### config.mk
export PLATFORM = sky130hd
export DESIGN_NAME = pgwr_commit
export DESIGN_NICKNAME = d
export VERILOG_FILES = /design/src/rtl/pgwr_pkg.sv /design/src/rtl/pgwr_collect.sv /design/src/rtl/pgwr_guard.sv /design/src/rtl/pgwr_timer.sv /design/src/rtl/pgwr_commit.sv
export SDC_FILE = /design/constraint.sdc
export NUM_CORES = 1
export LEC_CHECK = 0
export BUFFER_PORTS_ARGS = -buffer_cell sky130_fd_sc_hd__buf_4
export CAP_MARGIN = 30
export CORE_MARGIN = 2
export CORE_UTILIZATION = 55
export DETAILED_ROUTE_END_ITERATION = 6
export HOLD_SLACK_MARGIN = 0.05
export PLACE_DENSITY = 0.73
export SYNTH_ARGS = -nofsm -noshare
export SYNTH_HDL_FRONTEND = slang
export SYNTH_SLANG_ARGS = --single-unit
### constraint.sdc
create_clock -name clk -period 2.63 [get_ports clk]
set_clock_uncertainty 0.2 [all_clocks]
set_input_delay 0 -clock clk [delete_from_list [all_inputs] [get_ports clk]]
set_output_delay 0 -clock clk [all_outputs]
set_load 0.01 [all_outputs]
### src/rtl/pgwr_pkg.sv
`timescale 1ns/1ps
package pgwr_pkg;

  typedef enum logic {
    TXN_IDLE = 1'b0,
    TXN_OPEN = 1'b1
  } txn_st_e;

  // a byte may be committed unless the pin blocks everything, or the
  // software latch is set and the byte targets the lower half
  function automatic logic wr_allowed(input logic addr_msb,
                                      input logic wp_lvl,
                                      input logic swp_lvl);
    return !wp_lvl && !(swp_lvl && !addr_msb);
  endfunction

endpackage

### src/rtl/pgwr_collect.sv
`timescale 1ns/1ps
module pgwr_collect #(
  parameter int DATA_W = 8,
  parameter int ADDR_W = 8,
  parameter int PAGE_W = 4
) (
  input  logic                     clk,
  input  logic                     rst,
  input  logic                     busy_i,
  input  logic                     start_i,
  input  logic                     addr_vld_i,
  input  logic [ADDR_W-1:0]        addr_i,
  input  logic                     byte_vld_i,
  input  logic [DATA_W-1:0]        byte_i,
  input  logic                     stop_i,
  input  logic [PAGE_W-1:0]        rd_idx_i,
  output logic [DATA_W-1:0]        rd_data_o,
  output logic                     rd_vld_o,
  output logic [ADDR_W-PAGE_W-1:0] page_o,
  output logic                     launch_o
);
  import pgwr_pkg::*;

  localparam int PAGE_N = 1 << PAGE_W;
  localparam int HI_W   = ADDR_W - PAGE_W;

  txn_st_e             st_q;
  logic [PAGE_W-1:0]   ptr_q;
  logic [HI_W-1:0]     page_q;
  logic [PAGE_N-1:0]   vld_q;
  logic [DATA_W-1:0]   mem_q [PAGE_N];
  logic                wr_en;
  logic                idle_ok;

  assign idle_ok = !busy_i;
  assign wr_en   = idle_ok && byte_vld_i && !start_i && !addr_vld_i && (st_q == TXN_OPEN);

  // page storage: single write port, no reset, so it maps onto RAM
  always_ff @(posedge clk) begin
    if (wr_en) mem_q[ptr_q] <= byte_i;
  end

  always_ff @(posedge clk) begin
    if (rst) begin
      st_q   <= TXN_IDLE;
      ptr_q  <= '0;
      page_q <= '0;
      vld_q  <= '0;
    end else if (idle_ok) begin
      if (start_i) begin
        st_q  <= TXN_IDLE;
        vld_q <= '0;
      end else if (addr_vld_i) begin
        st_q   <= TXN_OPEN;
        page_q <= addr_i[ADDR_W-1:PAGE_W];
        ptr_q  <= addr_i[PAGE_W-1:0];
        vld_q  <= '0;
      end else if (wr_en) begin
        vld_q[ptr_q] <= 1'b1;
        ptr_q        <= ptr_q + 1'b1;
      end else if (stop_i) begin
        st_q <= TXN_IDLE;
      end
    end
  end

  assign launch_o  = idle_ok && stop_i && !start_i && !addr_vld_i && !byte_vld_i &&
                     (st_q == TXN_OPEN) && (|vld_q);
  assign rd_data_o = mem_q[rd_idx_i];
  assign rd_vld_o  = vld_q[rd_idx_i];
  assign page_o    = page_q;

  AST_BUSY_FREEZE: assert property (@(posedge clk) disable iff (rst)
    busy_i |=> ($stable(vld_q) && $stable(ptr_q) && $stable(page_q)));

  AST_START_DROPS: assert property (@(posedge clk) disable iff (rst)
    (start_i && !busy_i) |=> (vld_q == '0));

endmodule

### src/rtl/pgwr_guard.sv
`timescale 1ns/1ps
module pgwr_guard (
  input  logic clk,
  input  logic rst,
  input  logic swp_cmd_i,
  input  logic wp_i,
  input  logic launch_i,
  input  logic addr_msb_i,
  output logic allow_o
);
  import pgwr_pkg::*;

  logic swp_q;
  logic wp_snap_q;
  logic swp_snap_q;

  // one-way latch: only reset returns it to zero
  always_ff @(posedge clk) begin
    if (rst)            swp_q <= 1'b0;
    else if (swp_cmd_i) swp_q <= 1'b1;
  end

  // protection is frozen when the cycle is launched
  always_ff @(posedge clk) begin
    if (rst) begin
      wp_snap_q  <= 1'b0;
      swp_snap_q <= 1'b0;
    end else if (launch_i) begin
      wp_snap_q  <= wp_i;
      swp_snap_q <= swp_q;
    end
  end

  assign allow_o = wr_allowed(addr_msb_i, wp_snap_q, swp_snap_q);

  AST_SWP_STICKY: assert property (@(posedge clk) disable iff (rst)
    $past(swp_q) |-> swp_q);

  AST_SNAP_HOLD: assert property (@(posedge clk) disable iff (rst)
    !launch_i |=> ($stable(wp_snap_q) && $stable(swp_snap_q)));

endmodule

### src/rtl/pgwr_timer.sv
`timescale 1ns/1ps
module pgwr_timer #(
  parameter int WC_CYCLES = 500000,
  parameter int PAGE_W    = 4
) (
  input  logic              clk,
  input  logic              rst,
  input  logic              launch_i,
  output logic              busy_o,
  output logic              scan_o,
  output logic [PAGE_W-1:0] idx_o
);
  localparam int PAGE_N   = 1 << PAGE_W;
  localparam int MIN_LEN  = PAGE_N + 1;
  localparam int BUSY_LEN = (WC_CYCLES > MIN_LEN) ? WC_CYCLES : MIN_LEN;
  localparam int CNT_W    = $clog2(BUSY_LEN + 1);

  logic              busy_q;
  logic [CNT_W-1:0]  cnt_q;
  logic              scan_q;
  logic [PAGE_W-1:0] idx_q;

  always_ff @(posedge clk) begin
    if (rst) begin
      busy_q <= 1'b0;
      cnt_q  <= '0;
      scan_q <= 1'b0;
      idx_q  <= '0;
    end else if (launch_i && !busy_q) begin
      busy_q <= 1'b1;
      cnt_q  <= CNT_W'(BUSY_LEN - 1);
      scan_q <= 1'b1;
      idx_q  <= '0;
    end else if (busy_q) begin
      if (cnt_q == '0) busy_q <= 1'b0;
      else             cnt_q  <= cnt_q - 1'b1;
      if (scan_q) begin
        if (idx_q == PAGE_W'(PAGE_N - 1)) scan_q <= 1'b0;
        idx_q <= idx_q + 1'b1;
      end
    end
  end

  assign busy_o = busy_q;
  assign scan_o = scan_q;
  assign idx_o  = idx_q;

  // checker: length of every busy window
  logic [CNT_W-1:0] run_q;
  always_ff @(posedge clk) begin
    if (rst)         run_q <= '0;
    else if (busy_q) run_q <= run_q + 1'b1;
    else             run_q <= '0;
  end

  AST_BUSY_LEN: assert property (@(posedge clk) disable iff (rst)
    $fell(busy_q) |-> (run_q == CNT_W'(BUSY_LEN)));

  AST_SCAN_IN_BUSY: assert property (@(posedge clk) disable iff (rst)
    scan_q |-> busy_q);

endmodule

### src/rtl/pgwr_commit.sv
`timescale 1ns/1ps
module pgwr_commit #(
  parameter int DATA_W    = 8,
  parameter int ADDR_W    = 8,
  parameter int PAGE_W    = 4,
  parameter int WC_CYCLES = 500000
) (
  input  logic              clk,
  input  logic              rst,
  input  logic              bus_start,
  input  logic              addr_vld,
  input  logic [ADDR_W-1:0] addr_byte,
  input  logic              data_vld,
  input  logic [DATA_W-1:0] data_byte,
  input  logic              bus_stop,
  input  logic              wp_pin,
  input  logic              swp_cmd,
  output logic              busy,
  output logic              arr_we,
  output logic [ADDR_W-1:0] arr_addr,
  output logic [DATA_W-1:0] arr_wdata
);
  localparam int HI_W = ADDR_W - PAGE_W;

  logic              busy_w;
  logic              scan_w;
  logic [PAGE_W-1:0] idx_w;
  logic [DATA_W-1:0] rd_data_w;
  logic              rd_vld_w;
  logic [HI_W-1:0]   page_w;
  logic              launch_w;
  logic              allow_w;

  pgwr_collect #(.DATA_W(DATA_W), .ADDR_W(ADDR_W), .PAGE_W(PAGE_W)) u_collect (
    .clk       (clk),
    .rst       (rst),
    .busy_i    (busy_w),
    .start_i   (bus_start),
    .addr_vld_i(addr_vld),
    .addr_i    (addr_byte),
    .byte_vld_i(data_vld),
    .byte_i    (data_byte),
    .stop_i    (bus_stop),
    .rd_idx_i  (idx_w),
    .rd_data_o (rd_data_w),
    .rd_vld_o  (rd_vld_w),
    .page_o    (page_w),
    .launch_o  (launch_w)
  );

  pgwr_guard u_guard (
    .clk       (clk),
    .rst       (rst),
    .swp_cmd_i (swp_cmd),
    .wp_i      (wp_pin),
    .launch_i  (launch_w),
    .addr_msb_i(page_w[HI_W-1]),
    .allow_o   (allow_w)
  );

  pgwr_timer #(.WC_CYCLES(WC_CYCLES), .PAGE_W(PAGE_W)) u_timer (
    .clk     (clk),
    .rst     (rst),
    .launch_i(launch_w),
    .busy_o  (busy_w),
    .scan_o  (scan_w),
    .idx_o   (idx_w)
  );

  // registered array port
  always_ff @(posedge clk) begin
    if (rst) begin
      arr_we    <= 1'b0;
      arr_addr  <= '0;
      arr_wdata <= '0;
    end else begin
      arr_we    <= scan_w && rd_vld_w && allow_w;
      arr_addr  <= {page_w, idx_w};
      arr_wdata <= rd_data_w;
    end
  end

  assign busy = busy_w;

  // checker: independent record of protection seen at launch
  logic chk_swp_q, chk_wp_q, chk_swp_at_q;
  always_ff @(posedge clk) begin
    if (rst) begin
      chk_swp_q    <= 1'b0;
      chk_wp_q     <= 1'b0;
      chk_swp_at_q <= 1'b0;
    end else begin
      if (swp_cmd) chk_swp_q <= 1'b1;
      if (launch_w) begin
        chk_wp_q     <= wp_pin;
        chk_swp_at_q <= chk_swp_q;
      end
    end
  end

  AST_RESET_QUIET: assert property (@(posedge clk)
    $past(rst) |-> (!busy && !arr_we));

  AST_WE_IN_BUSY: assert property (@(posedge clk) disable iff (rst)
    arr_we |-> busy);

  AST_WP_NO_WRITE: assert property (@(posedge clk) disable iff (rst)
    arr_we |-> !chk_wp_q);

  AST_LOW_NO_WRITE: assert property (@(posedge clk) disable iff (rst)
    (arr_we && chk_swp_at_q) |-> arr_addr[ADDR_W-1]);

endmodule

Yosys cells after proc, flatten, opt, wreduce, memory -nomap -nowiden
Memories as Yosys holds them, arrays and structs flattened. A register that Yosys moved wholly into a read port is not among the register bits. Cells that the tools add are included.

Bits in registers: 62. Bits in latches: 0. Memory bits (writable): 128. Memory bits (read-only): 0. Bits of input ports: 24. Output and inout port bits: 18. Word-level logic and storage cells: 90. Memories kept: 1.

Add/subtract/negate cells: 3. Multiply operators: 0. Divide/modulo/power cells: 0. $lt $le $gt $ge: 3. Equal/unequal tests: 3. Shifts and indexed selects: 0. Muxes and demuxes: 25. Bitwise gates (word level): 4. Reductions and logical operators: 37.

Memory list: u_collect.mem_q (words 16, bits a word 8, read ports 1, clocked after memory_dff 1, wr ports 1, RTL line pgwr_collect.sv:31) `logic [DATA_W-1:0] mem_q [PAGE_N];`.

Operators with widths (number): $mux W19 (3); $mux W16 (3); $logic_not A19 Y1 (1); $sub A19 B1 Y19 const B (1); $logic_and A1 B1 Y1 (16); $or A16 B16 Y16 (1); $reduce_or A16 Y1 (1); $mux W1 (15); $lt A4 B5 Y1 const B (2); $reduce_and A3 Y1 (3); $add A4 B1 Y4 const B (2); $mux W4 (2); $reduce_and A2 Y1 (4); $logic_not A1 Y1 (7); $reduce_bool A3 Y1 (2); $bmux W1 S4 (1); $demux W1 S4 (1); $eq A4 B4 Y1 const B (1); $ge A4 B1 Y1 const B (1); $reduce_bool A2 Y1 (2); $ne A3 B3 Y1 const B (1); $not A1 Y1 (3); $ne A2 B1 Y1 const B (1); $reduce_or A2 Y1 (1).

Depth between registers and ports, before layout
Depth after elaboration: 10. Gate-level depth with buffers: 8. Gate-level depth less buffers: 7.

Hierarchy
A second synthesis with hierarchy kept.

Cell total of the unflattened synthesis: 547. Area, all modules: 8005.2 µm².

Modules (own cells, without submodules): pgwr_collect (instances 1, cells each 351, area each 6139.6 µm², sequential area each 4344.2 µm²); pgwr_timer (instances 1, cells each 150, area each 1285.0 µm², sequential area each 500.5 µm²); pgwr_commit (instances 1, cells each 35, area each 476.7 µm², sequential area each 340.3 µm²); pgwr_guard (instances 1, cells each 11, area each 103.8 µm², sequential area each 60.1 µm²).

Worst setup path before layout
No wires, ideal clock.

Path kind: flip-flop to flip-flop. Start: register u_timer.busy_q (netlist: u_timer.busy_o). End: memory u_collect.mem_q[0][0], enable pin. Setup time: 383 ps. Arrival time: 1743 ps. Required time: 2047 ps. Slack: 304 ps. Cell stages (with the launch flop): 4. Path buffers: 0. Period minus slack after synthesis: 2326 ps. Cell sequence: dfxtp_1 -> nor4_1 -> nand2_1 -> nor3_1.

Cells in the longest elaborated chain, start to end: 7.

Ends and longest elaborated chain: start, declared (RTL line pgwr_timer.sv:18) `logic busy_q;`; start signal, assigned (RTL line pgwr_timer.sv:25) `busy_q <= 1'b0;`; start signal, assigned (RTL line pgwr_timer.sv:30) `busy_q <= 1'b1;`; start signal, assigned (RTL line pgwr_timer.sv:35) `if (cnt_q == '0) busy_q <= 1'b0;`; $logic_not A1 Y1 (RTL line pgwr_collect.sv:35) `assign idle_ok = !busy_i;`; $logic_and A1 B1 Y1 (4 in a row) (RTL line pgwr_collect.sv:36) `assign wr_en = idle_ok && byte_vld_i && !start_i && !addr_vld_i && (st_q == TXN_OPEN);`; $mux W1 (RTL line pgwr_collect.sv:40) `if (wr_en) mem_q[ptr_q] <= byte_i;`; $mux W1 (implied by the code) (RTL line pgwr_collect.sv:40); end, declared (RTL line pgwr_collect.sv:31).

Every way passes these cells.

Worst setup path after layout
Start: register u_collect.ptr_q[0]. End: register u_collect.ptr_q[2].

Cells in the longest elaborated chain, start to end: 3.

Ends and longest elaborated chain: start, declared (RTL line pgwr_collect.sv:28) `logic [PAGE_W-1:0] ptr_q;`; start signal, assigned (RTL line pgwr_collect.sv:56) `ptr_q <= addr_i[PAGE_W-1:0];`; start signal, assigned (RTL line pgwr_collect.sv:60) `ptr_q <= ptr_q + 1'b1;`; $add A4 B1 Y4 (RTL line pgwr_collect.sv:60); $mux W4 (RTL line pgwr_collect.sv:58) `end else if (wr_en) begin`; $mux W4 (RTL line pgwr_collect.sv:53) `end else if (addr_vld_i) begin`.

Every way passes these cells. The select of a mux whose other input is x is not followed. A chain may end at the register's enable or synchronous reset.

==> flow_summary.json <==
{
  "status": "finished, final reports clean",
  "multiInputGateArea_um2": 2440,
  "drt-total-wl_mm": 16.2,
  "clkTransAtPathRegs_ns": 0.07,
  "critPathMaxFanout": 7,
  "p_switching_w": 0.00124,
  "coreArea_um2": 13900,
  "end_kind": "flop",
  "cp.required_ns": 2.73,
  "cts_tree": "built",
  "crit_path_top_delay_cell": "dlygate4sd3_1",
  "path_cells": "ha_1 -> buf_4 -> a22o_1 -> dlygate4sd3_1 -> nand2_1 -> dlygate4sd3_1 -> a21oi_1",
  "io_buffers": 41,
  "max_freq_ghz": 0.391,
  "max_slew.worst_pin.slew_ns": 0.654,
  "die-area_um2": 15200,
  "drt_pass1_iterations": 4,
  "syn_to_final_growth_pct": 20.9,
  "gr-total-overflow": 0,
  "yosysSeqAreaShare": 0.672,
  "clk_latency_ns": 0.43,
  "insertedDiodeCount": 0,
  "critical_path_class": "flop to flop",
  "fp.dieW_um": 123,
  "vias_per_cell": 5.81,
  "synth_warnings": 0,
  "power_frac_seq": 0.568,
  "min_period_ns": 2.56,
  "sw_frac_of_total": 0.210,
  "hold_path.class": "input port to flop",
  "async_flop_share": 0,
  "utilization": 0.680,
  "max_cap_violations": 0,
  "power.leakage_nw": 3.21,
  "num_vias": 4814,
  "cts_root_buffer": "clkbuf_16",
  "drt_first_iter_violations": 363,
  "clock-sinks": 198,
  "start_util": 0.563,
  "netlist_area_um2": 7810,
  "antenna_found_initial": 0,
  "arrival_ns": 2.66,
  "grt_max_degree": 41,
  "hold_viol": 0,
  "hpwl_mm": 10.3,
  "fp.dieH_um": 123,
  "row_count": 43,
  "drive_gt1_frac": 0.228,
  "synthCells": 528,
  "ys.flop_type": "edfxtp_1",
  "yosysTopAreaCell": "edfxtp_1",
  "cpMostUsedCell": "dlygate4sd3_1",
  "rsz0062_at_grt": "false",
  "nFillCells": 962,
  "critPathLaunchType": "flop",
  "fin_setup_tns_ns": 0,
  "synth_fp_nets": 559,
  "grt_pass1_vias": 4903,
  "ys_top_cells_by_area": "edfxtp_1 (49%), dfxtp_1 (18%), mux4_2 (10%), nor2_1 (2.8%), nor2b_1 (1.8%)",
  "ctsLongestPathBuffers": 2,
  "slew_viol_final": 0,
  "io_pins": 42,
  "cts_buffers": 17,
  "ir_drop_mv": 0.928,
  "register_area_um2": 5250,
  "p_per_area_nw_per_um2": 621,
  "h-tree-depth": 4,
  "ys_types": 40,
  "grt_usage": 0.232,
  "post-route-drc-count": 0,
  "p_int_w": 0.00463,
  "finalSetupViolations": 0,
  "ys_ff_latch": 198,
  "nets": 667,
  "grt_pass1_wl_mm": 25.3,
  "gp_congestion": 0.904,
  "max_stage_delay_ns": 0.56,
  "avgRoutedWirePerCell_um": 19.6,
  "max-slew-margin-rel": 0.563,
  "post-route-period-util": 0.973,
  "synth-edff-count": 128,
  "ant_nets": 0,
  "p_clk_frac": 0.396,
  "min_delay_path_depth": 2,
  "post-cts-setup-buffers": 0,
  "synth_top_area_share": 0.492,
  "syn_area_per_cell_um2": 14.8,
  "p_comb_frac": 0.035,
  "worst_r2r_path_depth": 7
}
## state kept, by name, summed over array words and instances (netlist names)
name	flops
u_collect.ptr_q	4
arr_wdata	8
u_guard.swp_snap_q	1
u_collect.st_q	1
u_timer.cnt_q	19
arr_we	1
u_collect.mem_q	128
u_guard.wp_snap_q	1
u_timer.idx_o	4
u_timer.scan_o	1
u_collect.page_o	4
arr_addr	8
u_guard.swp_q	1
u_timer.busy_o	1
u_collect.vld_q	16
## cell usage in the layout (no fill, tap or decap), drive strengths merged, types with 2 or more instances in the layout
cell type	instances
edfxtp	128
buf	75
dfxtp	70
nor2	58
dlygate4sd3	40
mux4	36
nor2b	23
a31oi	21
a211oi	19
clkbuf	18
nand2	17
a21oi	16
xor2	13
mux2i	12
nor4	11
inv	10
nand3	9
nor3	9
o21ai	8
clkinv	8
ha	7
nand4	7
nand2b	5
or4	5
o22a	4
xnor2	4
o21bai	2
and2	2
or3	2
o31ai	2
clkinvlp	2
## final timing paths
path / start / to / slack [ns]
hold / removal: data_byte[7] / u_collect.mem_q[4][7] / 0.22
setup / recovery: u_collect.ptr_q[0] / u_collect.ptr_q[2] / 0.07
setup reg to reg: u_collect.ptr_q[0] / u_collect.ptr_q[2] / 0.07
hold reg to reg: u_collect.page_o[2] / arr_addr[6] / 0.28
## logic make-up after synthesis
family          after synthesis  synth area share
buf+inv                      32            0.0162
fa+ha+maj                     7            0.0112
compound gates               75            0.0620
xor+xnor                     17            0.0191
mux                          49             0.121
simple gates                150            0.0993
flops                       198             0.672
## area by class of cell
type                    count  share of cell area
flip-flops and latches    198               0.556
multi-input cells         298               0.258
repair buffers            115               0.104
clock buffers              18              0.0454
well taps                 180              0.0238
clock inverters            14              0.0106
inverters                   6             0.00238
## cells in the mapped netlist, types with 12 or more instances
cell type / number
a211oi_1: 19
a21oi_1: 16
a31oi_1: 21
clkbuf_1: 18
dfxtp_1: 70
edfxtp_1: 128
mux2i_1: 12
mux4_2: 36
nand2_1: 17
nor2_1: 58
nor2b_1: 23
xor2_1: 13
## power groups by stage
stage	Sequential (W)	Combinational, W	Clock [W]
floorplan	0.00340	0.0000691	0
global placement	0.00340	0.000150	0
detailed placement	0.00340	0.000155	0
CTS	0.00333	0.000201	0.00238
global route	0.00333	0.000226	0.00250
finish	0.00334	0.000207	0.00233
## worst max-delay path, delay by kind of cell, from the launching register on
family | cells | cell delay, ns
AO/OA/AOI/OAI | 2 | 0.27
AND/OR/NAND/NOR | 1 | 0.07
flip-flops | 1 | 0.36
adder cells (fa/ha/maj) | 1 | 0.25
buffers and inverters | 3 | 1.28
## per-stage QoR
| step | setup WS, ns | instance area [um^2] | power [W] | instances | hold WS, ns |
|---|---|---|---|---|---|
| 2_1_floorplan | 0.304 | 7810 | 0.00347 | 528 | -0.117 |
| 4_1_cts | 0.0931 | 9430 | 0.00591 | 828 | 0.193 |
| 6_report | 0.0709 | 9450 | 0.00587 | 829 | 0.216 |
| 5_1_grt | 0.00234 | 9450 | 0.00606 | 829 | 0.223 |
| 3_3_place_gp | 0.303 | 8500 | 0.00355 | 756 | 0.00507 |
| 3_5_place_dp | 0.270 | 8500 | 0.00356 | 756 | 0.0214 |
## routing by layer
layer / up-vias / wire, um / GRT usage
met4: 0 / 250 / 0.0803
met1: 2407 / 6740 / 0.289
met5: - / 0 / 0
met2: 144 / 8360 / 0.392
met3: 15 / 857 / 0.0637
li1: 2248 / - / -
## what timing repair did
| action | 4_1_cts | 5_1_grt |
|---|---|---|
| setup endpoints to repair | 0 | 3 |
| resized for setup | 0 | 4 |
| hold buffers | 40 | 0 |
| endpoints found under the hold margin | 186 | 0 |
No activity file was read; power rests on OpenSTA's default activity.
